File: src/rtl/sia_pkg.sv
// Shared operation codes and decoded control for the scaled-index address generator.
package sia_pkg;

    localparam int OP_W = 4;

    // Operation codes; values 8..15 are unsupported.
    typedef enum logic [OP_W-1:0] {
        OP_SCALE1  = 4'd0,
        OP_SCALE2  = 4'd1,
        OP_SCALE3  = 4'd2,
        OP_WSCALE1 = 4'd3,
        OP_WSCALE2 = 4'd4,
        OP_WSCALE3 = 4'd5,
        OP_WADD    = 4'd6,
        OP_WSHL    = 4'd7
    } sia_op_e;

    // Decoded control word steering the datapath.
    typedef struct packed {
        logic       legal;
        logic       zext_a;
        logic [1:0] scale;
        logic       sel_shl;
    } sia_ctrl_t;

endpackage

File: src/rtl/sia_decode.sv
// Operation decoder.
// Turns the operation code and datapath mode into a control word.
// Assumes word-index codes are legal only in 64-bit mode; unknown codes are illegal.
module sia_decode
    import sia_pkg::*;
(
    input  logic [OP_W-1:0] op_i,
    input  logic            wide_mode_i,
    output sia_ctrl_t       ctrl_o
);

    // Map each code to its scale, extension and result source.
    always_comb begin
        ctrl_o = '0;
        case (op_i)
            OP_SCALE1:  begin ctrl_o.legal = 1'b1; ctrl_o.scale = 2'd1; end
            OP_SCALE2:  begin ctrl_o.legal = 1'b1; ctrl_o.scale = 2'd2; end
            OP_SCALE3:  begin ctrl_o.legal = 1'b1; ctrl_o.scale = 2'd3; end
            OP_WSCALE1: begin ctrl_o.legal = wide_mode_i; ctrl_o.zext_a = 1'b1; ctrl_o.scale = 2'd1; end
            OP_WSCALE2: begin ctrl_o.legal = wide_mode_i; ctrl_o.zext_a = 1'b1; ctrl_o.scale = 2'd2; end
            OP_WSCALE3: begin ctrl_o.legal = wide_mode_i; ctrl_o.zext_a = 1'b1; ctrl_o.scale = 2'd3; end
            OP_WADD:    begin ctrl_o.legal = wide_mode_i; ctrl_o.zext_a = 1'b1; ctrl_o.scale = 2'd0; end
            OP_WSHL:    begin ctrl_o.legal = wide_mode_i; ctrl_o.zext_a = 1'b1; ctrl_o.sel_shl = 1'b1; end
            default:    ctrl_o = '0;
        endcase
    end

endmodule

File: src/rtl/sia_scaled_add.sv
// Scaled adder: (X << scale) + B modulo 2^DATA_W, with X either A or A's zero-extended low word.
// Assumes scale never exceeds MAX_SCALE; candidate shifts are built by generate.
module sia_scaled_add #(
    parameter int DATA_W    = 64,
    parameter int WORD_W    = 32,
    parameter int MAX_SCALE = 3,
    localparam int SCALE_W  = $clog2(MAX_SCALE + 1)
) (
    input  logic [DATA_W-1:0]  a_i,
    input  logic [DATA_W-1:0]  b_i,
    input  logic               zext_a_i,
    input  logic [SCALE_W-1:0] scale_i,
    output logic [DATA_W-1:0]  sum_o
);

    logic [DATA_W-1:0] a_src;
    logic [DATA_W-1:0] cand [MAX_SCALE+1];
    logic [DATA_W-1:0] scaled;

    // Choose the full operand or its zero-extended low word.
    always_comb begin
        a_src = zext_a_i ? {{(DATA_W-WORD_W){1'b0}}, a_i[WORD_W-1:0]} : a_i;
    end

    // One fixed-distance shift per supported scale.
    for (genvar s = 0; s <= MAX_SCALE; s++) begin : g_cand
        assign cand[s] = a_src << s;
    end

    // Pick the shifted operand for the requested scale.
    always_comb begin
        scaled = cand[0];
        for (int s = 1; s <= MAX_SCALE; s++) begin
            if (scale_i == SCALE_W'(s)) scaled = cand[s];
        end
    end

    // Wrapping sum.
    always_comb begin
        sum_o = scaled + b_i;
    end

endmodule

File: src/rtl/sia_word_shl.sv
// Logarithmic left shifter of a zero-extended word.
// Places the WORD_W-bit input at bit position shamt; bits past DATA_W-1 are lost.
// Assumes DATA_W is a power of two so shamt spans 0..DATA_W-1.
module sia_word_shl #(
    parameter int DATA_W   = 64,
    parameter int WORD_W   = 32,
    localparam int SHAMT_W = $clog2(DATA_W)
) (
    input  logic [WORD_W-1:0]  word_i,
    input  logic [SHAMT_W-1:0] shamt_i,
    output logic [DATA_W-1:0]  shl_o
);

    logic [DATA_W-1:0] stage [SHAMT_W+1];

    assign stage[0] = {{(DATA_W-WORD_W){1'b0}}, word_i};

    // Each stage shifts by a power of two under one bit of the amount.
    for (genvar k = 0; k < SHAMT_W; k++) begin : g_stage
        assign stage[k+1] = shamt_i[k] ? (stage[k] << (1 << k)) : stage[k];
    end

    assign shl_o = stage[SHAMT_W];

endmodule

File: src/rtl/scaled_index_agu.sv
// Scaled-index address generator, top level.
// Decodes the operation, forms either a scaled sum or a shifted word, and registers
// the result with an illegal flag. Assumes one operation per cycle; output latency is one clock.
module scaled_index_agu
    import sia_pkg::*;
#(
    parameter int DATA_W    = 64,
    parameter int WORD_W    = 32,
    parameter int MAX_SCALE = 3,
    localparam int SHAMT_W  = $clog2(DATA_W),
    localparam int SCALE_W  = $clog2(MAX_SCALE + 1)
) (
    input  logic               clk,
    input  logic               rst_n,
    input  logic               wide_mode_i,
    input  logic [OP_W-1:0]    op_i,
    input  logic [DATA_W-1:0]  a_i,
    input  logic [DATA_W-1:0]  b_i,
    input  logic [SHAMT_W-1:0] shamt_i,
    output logic [DATA_W-1:0]  result_o,
    output logic               illegal_o
);

    sia_ctrl_t         ctrl;
    logic [DATA_W-1:0] sum_val;
    logic [DATA_W-1:0] shl_val;
    logic [DATA_W-1:0] next_val;

    sia_decode i_decode (
        .op_i        (op_i),
        .wide_mode_i (wide_mode_i),
        .ctrl_o      (ctrl)
    );

    sia_scaled_add #(
        .DATA_W    (DATA_W),
        .WORD_W    (WORD_W),
        .MAX_SCALE (MAX_SCALE)
    ) i_add (
        .a_i      (a_i),
        .b_i      (b_i),
        .zext_a_i (ctrl.zext_a),
        .scale_i  (SCALE_W'(ctrl.scale)),
        .sum_o    (sum_val)
    );

    sia_word_shl #(
        .DATA_W (DATA_W),
        .WORD_W (WORD_W)
    ) i_shl (
        .word_i  (a_i[WORD_W-1:0]),
        .shamt_i (shamt_i),
        .shl_o   (shl_val)
    );

    // Select the result source, forcing zero for illegal operations.
    always_comb begin
        if (!ctrl.legal)       next_val = '0;
        else if (ctrl.sel_shl) next_val = shl_val;
        else                   next_val = sum_val;
    end

    // Output register with synchronous active-low reset.
    always_ff @(posedge clk) begin
        if (!rst_n) begin
            result_o  <= '0;
            illegal_o <= 1'b0;
        end else begin
            result_o  <= next_val;
            illegal_o <= !ctrl.legal;
        end
    end

endmodule

File: config.mk
export PLATFORM = sky130hd
export DESIGN_NAME = scaled_index_agu
export DESIGN_NICKNAME = d
export VERILOG_FILES = /design/src/rtl/sia_pkg.sv /design/src/rtl/sia_decode.sv /design/src/rtl/sia_scaled_add.sv /design/src/rtl/sia_word_shl.sv /design/src/rtl/scaled_index_agu.sv
export SDC_FILE = /design/constraint.sdc
export NUM_CORES = 1
export LEC_CHECK = 0
export ABC_AREA = 1
export BUFFER_PORTS_ARGS = -buffer_cell sky130_fd_sc_hd__buf_2
export CAP_MARGIN = 20
export CELL_PAD_IN_SITES_DETAIL_PLACEMENT = 0
export CELL_PAD_IN_SITES_GLOBAL_PLACEMENT = 1
export CORE_ASPECT_RATIO = 1.4
export CORE_UTILIZATION = 25
export CTS_BUF_LIST = sky130_fd_sc_hd__clkbuf_16
export DETAILED_ROUTE_END_ITERATION = 8
export PLACE_DENSITY_LB_ADDON = 0.08
export REMOVE_ABC_BUFFERS = 1
export SLEW_MARGIN = 15
export SYNTH_ARGS = -nofsm -noshare
export SYNTH_HDL_FRONTEND = slang
export SYNTH_HIERARCHICAL = 1
export SYNTH_SLANG_ARGS = --single-unit
File: constraint.sdc
create_clock -name clk -period 9.7 [get_ports clk]
set_input_delay 2.425 -clock clk [delete_from_list [all_inputs] [get_ports clk]]
set_output_delay 2.425 -clock clk [all_outputs]
set_load 0.1 [all_outputs]
==> results of run 1 <==
cells in the mapped netlist, types with 21 or more instances:
| cell | instances |
|---|---|
| nand2_1 | 989 |
| inv_1 | 461 |
| nand3_1 | 290 |
| nor2_1 | 283 |
| a21oi_1 | 75 |
| ha_1 | 69 |
| dfxtp_1 | 65 |
| o21ai_0 | 37 |
| o22ai_1 | 32 |
| xor2_1 | 31 |
| buf_2 | 29 |
| a221oi_1 | 22 |
| clkbuf_1 | 22 |
| buf_6 | 21 |
| o221ai_1 | 21 |
state kept, by name (all words and copies together), names as in the netlist:
name and flops:
result_o 64, illegal_o 1
how the worst max path moves through the flow:
stage                     startpoint      endpoint  slack (ns)  cells past startpoint
final                        op_i[2]  result_o[41]        2.71                     27
after global routing         op_i[0]  result_o[46]        2.33                     25
after CTS                    op_i[1]  result_o[62]        2.81                     25
after detailed placement     op_i[1]  result_o[62]        2.40                     24
after global placement       op_i[1]  result_o[62]        2.50                     24
after floorplan              op_i[2]  result_o[62]        3.20                      5
worst max-delay path, stage by stage:
cell     delay (ns)
buf_2          0.12
inv_2          0.10
nor2_2         0.05
nand2_1        0.06
nand2_1        0.24
inv_2          0.49
nor2_2         0.09
nor2_1         0.81
inv_1          0.36
nor2_1         0.30
o21ai_0        0.14
o21ai_0        0.17
ha_1           0.34
nand2_1        0.15
inv_1          0.07
nand2_1        0.06
nand2_1        0.05
nand2_1        0.05
nand3_1        0.20
nand3_1        0.14
nand2_1        0.23
nand2_1        0.16
nand2_1        0.06
nand2_1        0.05
nand2_1        0.05
nor2_1         0.17
nor2_1         0.07
layer usage:
layer	share of wire	wire length, µm	track usage
met5	0	0	0
met4	0.075	5404	0.1852
met3	0.041	2920	0.02613
met2	0.51	36690	0.4997
met1	0.37	26790	0.2779
area by class of cell:
cell class              instances  area (µm²)  share of cell area
flip-flops and latches         65        1301             0.08850
repair buffers                218        1124             0.07641
well taps                     650       813.3             0.05531
inverters                     474        1788              0.1216
clock buffers                   9       225.2             0.01532
clock inverters                 7       125.1            0.008509
multi-input cells            1966        9328              0.6344
kinds of logic (layout without fill, tap and decap cells):
family / after synthesis / count (layout) / share of synthesized area
adder cells (fa/ha/maj): 70 / 70 / 0.06785
AO/OA/AOI/OAI: 228 / 228 / 0.1087
XOR/XNOR: 32 / 32 / 0.02153
AND/OR/NAND/NOR: 1636 / 1636 / 0.5177
buffers and inverters: 567 / 708 / 0.1842
flip-flops: 65 / 65 / 0.09995
report_power, final:
group          internal, µW  switching (µW)  total, µW
clock network           255             173        427
registers               291            9.89        301
logic                   366            1070       1430
total                   912            1250       2160
stage by stage:
stage	std cells	util
final	3389	0.2869
after detailed placement	3373	0.2801
after global placement	3373	0.2801
after floorplan	2505	-
after global routing	3389	0.2869
after CTS	3389	0.2869
==> results.md, run 1 <==
* Outcome: finished, final reports clean
* CP required at between 9 and 10 ns
* Primary FF master, synth: dfxtp_1
* Most common cell after layout, fill and taps aside: nand2_1
* Crit end category: flip-flop
* Largest net degree at the start of global routing at 78
* Hold Startpoint: rst_n
* Total CTS buffers at 9
* Slew at the pin with the worst max-slew slack at between 1 and 1.5 ns
* Area post-placement at around 14000 µm²
* Die Y at 272.0 µm
* CTS tree: done
* DP HPWL at between 50000 and 60000 µm
* Placer Congestion at a little under 1
* Max Cap Viol at 0
* Unrepaired setup endpoints after global routing: false
* Die W at ~190 µm
* Period utilization at 0.7203
* Avg Cell Area, Syn at between 5 and 6 µm²
* Share of cells above drive strength 1 at 0.1073
* Sinks on Clock Net at 65
* Critical Path Source Type: primary input
* Slew Limit Headroom at 0.2954
* Fin worst setup slack at 2.713 ns
* Initial DRC Count at ~1200
* Peak Freq at ~0.14 GHz
* Number of diodes at 0
* Final Hold Slack at about 2.3 ns
* Register area share after synthesis at 0.09995
* Layout Nets at a little under 3000
* Starting density of the core at 0.2540
* Top cells by area, synth: nand2_1 29%, inv_1 13%, nand3_1 11%
* Seq cells post-synth at 65
* # hold bufs at CTS at 0
* Number of global-route vias before repair at around 16000
* Port buffer count at a little over 200
* Post-synth ARST share at 0
* Die area at roughly 53000 µm²
* Number of remaining DRC errors at 0
* Mean number of vias per cell at between 4 and 5
* Count of final setup violators at 0
* Initial antenna violation count at 0
* Dpl ws at 2.402 ns
* Clock buffer depth at 2
* FILL cells at 6193
* Max-slew violations at 0
* Placeable Area at 51250 µm²
* Synth-to-layout area growth at 12.95%
* Gates resized, CTS repair at 0
* Post-synth EDFFs at 0
* Syn. warnings at 6
* GRT Total Usage at 0.2664
* Floorplan row count at 98
* Most frequent cells in the layout: 988 x nand2_1, 461 x inv_1, 290 x nand3_1, 283 x nor2_1, 205 x buf_2
* Wirelength per Cell at ~21 µm
* Setup_tns at 0 ns
* Clk slew on worst S/H paths at 0.07 ns
* First-pass GRT wire length at about 100000 µm
* Root Driver: clkbuf_16
* Post-DRT Antenna Nets at 0
* WS Path Type: primary input to flip-flop
* Static Leak at about 0.0086 µW
* Crit-path max FO at 24
* Total grt overflow at 0
* Pwr Total at between 2000 and 2500 µW
* Worst hold path class: primary input to flip-flop
* H-tree depth at 3
* Drt pass-1 iters at 6
* Unique masters post-synth at 39
* Worst hold stages at 3
* Final Hold Fails at 0
* Tmin final at between 6 and 7 ns
* Post-synth top area share at 0.2852
* Drt total wl at 71800 µm
* WP data arrival at 7.24 ns
* Postcts setup bufs at 0
* Maximum VDD drop at approximately 63 µV
* PwrDens at between 100 and 150 nW/µm²
* Sink of the worst hold path: illegal_o
* Io pins at 206
* Fin area at ~15000 µm²
* Cell Area, Synth at ~13000 µm²
* Post-Syn Instances at between 2000 and 3000
* Via count at about 16000
* Yosys top cell by area: nand2_1
Note: power is estimated with default switching activity, not from simulation.
==> run 2: changes to the inputs <==
==> constraint.sdc (replaced) <==
create_clock -name clk -period 6 [get_ports clk]
set_input_delay 1.5 -clock clk [delete_from_list [all_inputs] [get_ports clk]]
set_output_delay 1.5 -clock clk [all_outputs]
set_load 0.1 [all_outputs]
==> run 2 against run 1 <==
Net effect: first-iteration DRC count rose by 9.7%; critical path depth fell by 2; sequential power rose by 62%; combinational power rose by 64%; final cell count rose by 0.74%; non-clock buffer count rose by 25; count of clock-buffer cells in the layout did not move; flip-flop and latch count did not move; global-route usage fell by 0.29 points; setup slack got worse by 1.8 ns; total power rose by 60%.
==> results.md, run 2 (synthesized netlist as in run 1, its figures left out) <==
* Layout Cells excl Fill at ~3400
* Slew at the pin with the worst max-slew slack at 0.9665 ns
* Drt total wl at between 70000 and 80000 µm
* Largest net degree at the start of global routing at about 130
* Sink of the worst hold path: illegal_o
* Number of diodes at 0
* CP startpoint: op_i[2]
* Root Driver: clkbuf_16
* Floorplan row count at 98
* Max reg flops at 64
* Hold Startpoint: rst_n
* Drt pass-1 iters at 5
* Total grt overflow at 0
* Wirelength per Cell at approximately 21 µm
* Setup_tns at 0 ns
* # hold bufs at CTS at 0
* Maximum VDD drop at about 110 µV
* Finished Core Util at 0.2908
* Gates resized, CTS repair at 0
* Die W at about 190 µm
* Starting density of the core at 0.2540
* Crit-path max FO at 20
* Share of cells above drive strength 1 at 0.1154
* Outcome: finished, final reports clean
* Final Hold Fails at 0
* Unrepaired setup endpoints after global routing: false
* Most common cell after layout, fill and taps aside: nand2_1
* Mean number of vias per cell at a little under 5
* Max Cap Viol at 0
* Static Leak at 0.008756 µW
* Total CTS buffers at 9
* Clock buffer depth at 2
* Worst hold stages at 3
* Critical Path Source Type: primary input
* PwrDens at 232.3 nW/µm²
* Initial DRC Count at 1271
* Worst hold path class: primary input to flip-flop
* Number of global-route vias before repair at 16040
* Peak Freq at 0.1947 GHz
* Via count at approximately 16000
* Pwr Total at between 3000 and 4000 µW
* Port buffer count at 205
* Initial antenna violation count at 0
* Placer Congestion at about 0.96
* Biggest regs: result_o x64, illegal_o x1
* H-tree depth at 3
* GRT Total Usage at 0.2635
* Sinks on Clock Net at between 60 and 70
* Max-slew violations at 0
* Post-DRT Antenna Nets at 0
* WS Path Type: primary input to flip-flop
* Placeable Area at 51250 µm²
* Placed insts at 3398
* Area post-placement at roughly 15000 µm²
* Die Y at 272.0 µm
* Most frequent cells in the layout: 988 x nand2_1, 461 x inv_1, 290 x nand3_1, 283 x nor2_1, 205 x buf_2
* DP HPWL at about 60000 µm
* Count of final setup violators at 0
* Io pins at 206
* First-pass GRT wire length at 102100 µm
* Crit end category: flip-flop
* Die area at between 50000 and 60000 µm²
* Tmin final at between 5 and 6 ns
* Clk slew on worst S/H paths at approximately 0.070 ns
* Slew Limit Headroom at 0.3533
* Fin area at 14910 µm²
* Synth-to-layout area growth at 14.49%
* Layout Nets at just under 3000
* Postcts setup bufs at 0
* WP data arrival at ~5.4 ns
* CP required at approximately 6.3 ns
* Number of remaining DRC errors at 0
* Largest Register: result_o
* Period utilization at 0.8560
* CTS tree: done
[run 2: changes by cell type in the layout (fill, tap and decap cells not counted)]
cell	change
buf_12	+3
buf_4	+22
bufinv_16	-1
clkinv_4	-1
clkinvlp_4	+2
[run 2: through the flow]
| step | worst slack (ns) | hold slack (ns) |
|---|---|---|
| floorplan | 0.4213 | 1.607 |
| global placement | 0.4765 | 1.719 |
| detailed placement | 0.5140 | 1.723 |
| CTS | 0.9221 | 1.322 |
| global route | 0.5692 | 1.335 |
| finish | 0.8639 | 1.341 |
[run 2: layout make-up]
| class | instances | area (µm²) |
|---|---|---|
| flip-flops and latches | 65 | 1301 |
| clock inverters | 7 | 101.3 |
| repair buffers | 243 | 1349 |
| inverters | 474 | 1788 |
| well taps | 650 | 813.3 |
| clock buffers | 9 | 225.2 |
| fillers | 6169 | 36350 |
| multi-input cells | 1966 | 9328 |
[run 2: layer usage]
metal | track usage | wire length, µm
met5 | 0 | 0
met4 | 0.1376 | 3864
met3 | 0.02254 | 2072
met2 | 0.5102 | 37890
met1 | 0.2809 | 27730
[run 2: report_power, final]
part           leakage, µW  switching (µW)  internal (µW)
registers         0.000531            17.8            471
logic              0.00807            1720            614
clock network     0.000153             270            368
total              0.00876            2010           1450
[run 2: worst max-delay path by stage]
stage                        end  slack, ns  depth (start not counted)
floorplan           result_o[62]       0.42                          5
global placement    result_o[59]       0.48                         23
detailed placement  result_o[59]       0.51                         24
CTS                 result_o[59]       0.92                         24
global route        result_o[63]       0.57                         24
finish              result_o[47]       0.86                         25
[run 2: critical path, stage by stage]
cell and delay [ns]:
buf_2 0.11, inv_2 0.10, nor2_2 0.05, nand2_1 0.05, nand2_1 0.30, nor2_4 0.37, inv_2 0.24, buf_12 0.22
o22ai_1 0.11, a21oi_1 0.06, o21ai_0 0.35, ha_1 0.36, nand2_1 0.13, inv_1 0.06, a21oi_1 0.16, nand2_2 0.11
nand2_1 0.08, nand2_1 0.12, nand2_1 0.11, nand2_2 0.14, nand2_1 0.12, nand3_1 0.07, nand2_1 0.20, nor2_1 0.07
nor2_1 0.20
==> run 3: changes to the inputs <==
--- a/config.mk
+++ b/config.mk
@@ -5,7 +5,6 @@
 export SDC_FILE = /design/constraint.sdc
 export NUM_CORES = 1
 export LEC_CHECK = 0
-export ABC_AREA = 1
 export BUFFER_PORTS_ARGS = -buffer_cell sky130_fd_sc_hd__buf_2
 export CAP_MARGIN = 20
 export CELL_PAD_IN_SITES_DETAIL_PLACEMENT = 0
@@ -19,5 +18,4 @@
 export SLEW_MARGIN = 15
 export SYNTH_ARGS = -nofsm -noshare
 export SYNTH_HDL_FRONTEND = slang
-export SYNTH_HIERARCHICAL = 1
 export SYNTH_SLANG_ARGS = --single-unit
==> run 3 against run 2 <==
Net effect: flip-flop and latch count stayed put; global-route usage decreased by 0.83 points; non-clock buffer count increased by 20; total power down 13%; hold slack better by 0.089 ns; first-iteration DRC count shrank 27%; wire length decreased by 23%; critical endpoint is now result_o[59]; sequential share of layout area is 1.9 points higher; sequential power is essentially flat; final cell count fell by 35%; highest routed layer unchanged; synthesized cell count fell by 42%; die area decreased by 20%.
==> results.md, run 3 <==
* WS Path Type: primary input to flip-flop
* Slew at the pin with the worst max-slew slack at approximately 0.99 ns
* Clk pwr share at 0.188
* Port buffer count at ~210
* Most Crowded Layer GR: met2
* Synth-to-layout area growth at 18.85%
* Post-synth ARST share at 0
* Clk slew on worst S/H paths at ~0.070 ns
* PwrDens at approximately 250 nW/µm²
* Most common cell after layout, fill and taps aside: nand2_1
* Sinks on Clock Net at 65
* GRT Total Usage at 0.2553
* DP HPWL at roughly 45000 µm
* Setup_tns at 0 ns
* Initial DRC Count at just over 900
* Max reg flops at 64
* Period utilization at 0.9496
* Post-synthesis xor/xnor area fraction at 0.04913
* Most common cell in the netlist: nand2_1
* Simple-gate share of the synthesized area at 0.2162
* # hold bufs at CTS at 0
* Share of cells above drive strength 1 at 0.1993
* Worst hold stages at 2
* Layout Nets at between 1500 and 2000
* Crit-path max FO at 11
* Root Driver: clkbuf_16
* CTS tree: done
* Seq cells post-synth at 65
* Met2 Usage GRT at 0.4951
* Max Cap Viol at 0
* Outcome: finished, final reports clean
* Number of diodes at 0
* Post-synth top cells: 222 x nand2_1, 183 x a21oi_1, 135 x nor2_1
* Internal at 1440 µW
* Count of final setup violators at 0
* Syn. warnings at 0
* H-tree depth at 3
* Total grt overflow at 0
* Placer Congestion at approximately 0.94
* Yosys top cell by area: dfxtp_1
* GR Util met3 at 0.02694
* Area post-placement at roughly 12000 µm²
* Unique masters post-synth at between 80 and 90
* WP data arrival at just under 6 ns
* Post-Syn Instances at ~1500
* Static Leak at around 0.0055 µW
* CP startpoint: op_i[2]
* Net Sw Frac at 0.5236
* Unrepaired setup endpoints after global routing: false
* Register area share after synthesis at 0.1258
* Via count at around 12000
* Io pins at around 210
* Number of remaining DRC errors at 0
* Crit end category: flip-flop
* Avg Cell Area, Syn at 6.843 µm²
* Max-slew violations at 0
* Drt total wl at 54840 µm
* Seq pwr share at 0.161
* Fin area at 12290 µm²
* Peak Freq at between 0.15 and 0.2 GHz
* Postcts setup bufs at 0
* Most frequent cells in the layout: 222 x nand2_1, 205 x buf_2, 181 x a21oi_1, 134 x nor2_1, 99 x o21ai_0
* Final Hold Fails at 0
* Primary FF master, synth: dfxtp_1
* Die Y at roughly 240 µm
* Met1 Use GR at 0.2767
* Sw Pwr at ~1600 µW
* Biggest regs: result_o x64, illegal_o x1
* Mean number of vias per cell at around 5.5
* Largest net degree at the start of global routing at 71
* Maximum VDD drop at around 130 µV
* Total CTS buffers at 9
* Post-synth top area share at 0.1258
* Logic pwr share at 0.651
* Slew Limit Headroom at 0.3388
* Mux share of post-synthesis cell area at 0.1118
* Starting density of the core at 0.2553
* Post-synth EDFFs at 0
* Die W at 173.9 µm
* Gates resized, CTS repair at 0
* Floorplan row count at 87
* Drt pass-1 iters at 6
* Clock buffer depth at 2
* Wirelength per Cell at roughly 25 µm
* Placeable Area at 40490 µm²
* Compound-Gate Fraction of Synth Area at 0.3457
* Largest Register: result_o
* Critical Path Source Type: primary input
* Synth Area in Adders at 0.08422
* CP required at 6.26 ns
* Cell Area, Synth at ~10000 µm²
* Worst hold path class: primary input to flip-flop
* Post-DRT Antenna Nets at 0
* Critical Path End: result_o[59]
* First-pass GRT wire length at slightly above 80000 µm
* Largest family of logic cells by synthesized area: compound AO/OA/AOI/OAI gates
* Top cells by area, synth: dfxtp_1 13%, a21oi_1 8.9%, ha_1 8.2%
* Number of global-route vias before repair at between 10000 and 15000
* Initial antenna violation count at 0
* Tmin final at ~5.7 ns
* Die area at between 40000 and 50000 µm²
## run 3: cell types whose count changed after synthesis, sizes merged, moves of 38 or more
| cell | before | now |
|---|---|---|
| nand3 | 299 | 18 |
| mux2i | 0 | 57 |
| nor2 | 301 | 135 |
| a21oi | 76 | 184 |
| a22oi | 8 | 46 |
| o21ai | 50 | 120 |
| buf | 71 | 23 |
| inv | 473 | 36 |
| clkbuf | 22 | 88 |
| nand2 | 1002 | 225 |
## run 3: cells by family (layout without fill, tap and decap cells)
kind of cell               after synthesis  count (layout)
AOI/OAI and AO/OA                      575             575
xor gates and xnor gates                58              58
buffers and inverters                  151             316
adders and majority gates               69              69
DFF                                     65              65
and+or+nand+nor                        501             501
muxes                                   92              92
## run 3: final cells by class
type / instances / area (µm²)
Fill cell: 4599 / 28200
Multi-Input combinational cell: 1295 / 8357
Timing Repair Buffer: 263 / 1511
Sequential cell: 65 / 1301
Tap cell: 534 / 668.1
Clock buffer: 9 / 225.2
Inverter: 37 / 138.9
Clock inverter: 7 / 87.58
## run 3: critical path, stage by stage
cell      delay [ns]
buf_2           0.22
nor2_1          0.10
or2_2           0.30
a21oi_2         0.34
buf_4           0.24
a21oi_1         0.05
a221o_1         0.26
ha_1            0.32
and2_1          0.16
a221oi_1        0.33
a211o_2         0.23
a31oi_1         0.13
a32oi_1         0.47
o21ai_1         0.29
a21oi_1         0.48
nor4_1          0.09
a31o_1          0.20
a211oi_1        0.23
## run 3: how the worst min path moves through the flow
stage / from / to / slack [ns]
2_1_floorplan: rst_n / illegal_o / 1.63
3_3_place_gp: rst_n / illegal_o / 1.83
3_5_place_dp: rst_n / illegal_o / 1.77
4_1_cts: rst_n / illegal_o / 1.41
5_1_grt: rst_n / illegal_o / 1.43
6_report: rst_n / illegal_o / 1.43
## run 3: routing by layer
metal | share of wire | wire [µm]
met2 | 0.54 | 29690
met3 | 0.032 | 1749
met5 | 0 | 0
met4 | 0.045 | 2458
met1 | 0.38 | 20950
## run 3: power by group through the flow
| stage | combinational (µW) | clock [µW] | sequential [µW] |
|---|---|---|---|
| 6_report | 1970 | 569 | 486 |
| 5_1_grt | 2100 | 608 | 489 |
| 4_1_cts | 1970 | 591 | 487 |
| 3_5_place_dp | 1970 | 0 | 496 |
| 3_3_place_gp | 1980 | 0 | 495 |
| 2_1_floorplan | 963 | 0 | 787 |
## run 3: through the flow
stage	setup WS, ns	hold WS (ns)	total power [µW]	std cells	util
finish	0.3023	1.430	3023	2210	0.3035
global route	0.04324	1.428	3200	2210	0.3035
detailed placement	0.02127	1.770	2461	2194	0.2958
global placement	0.04236	1.832	2471	2194	0.2958
floorplan	-0.1600	1.628	1750	1397	-
CTS	0.3853	1.413	3052	2210	0.3035
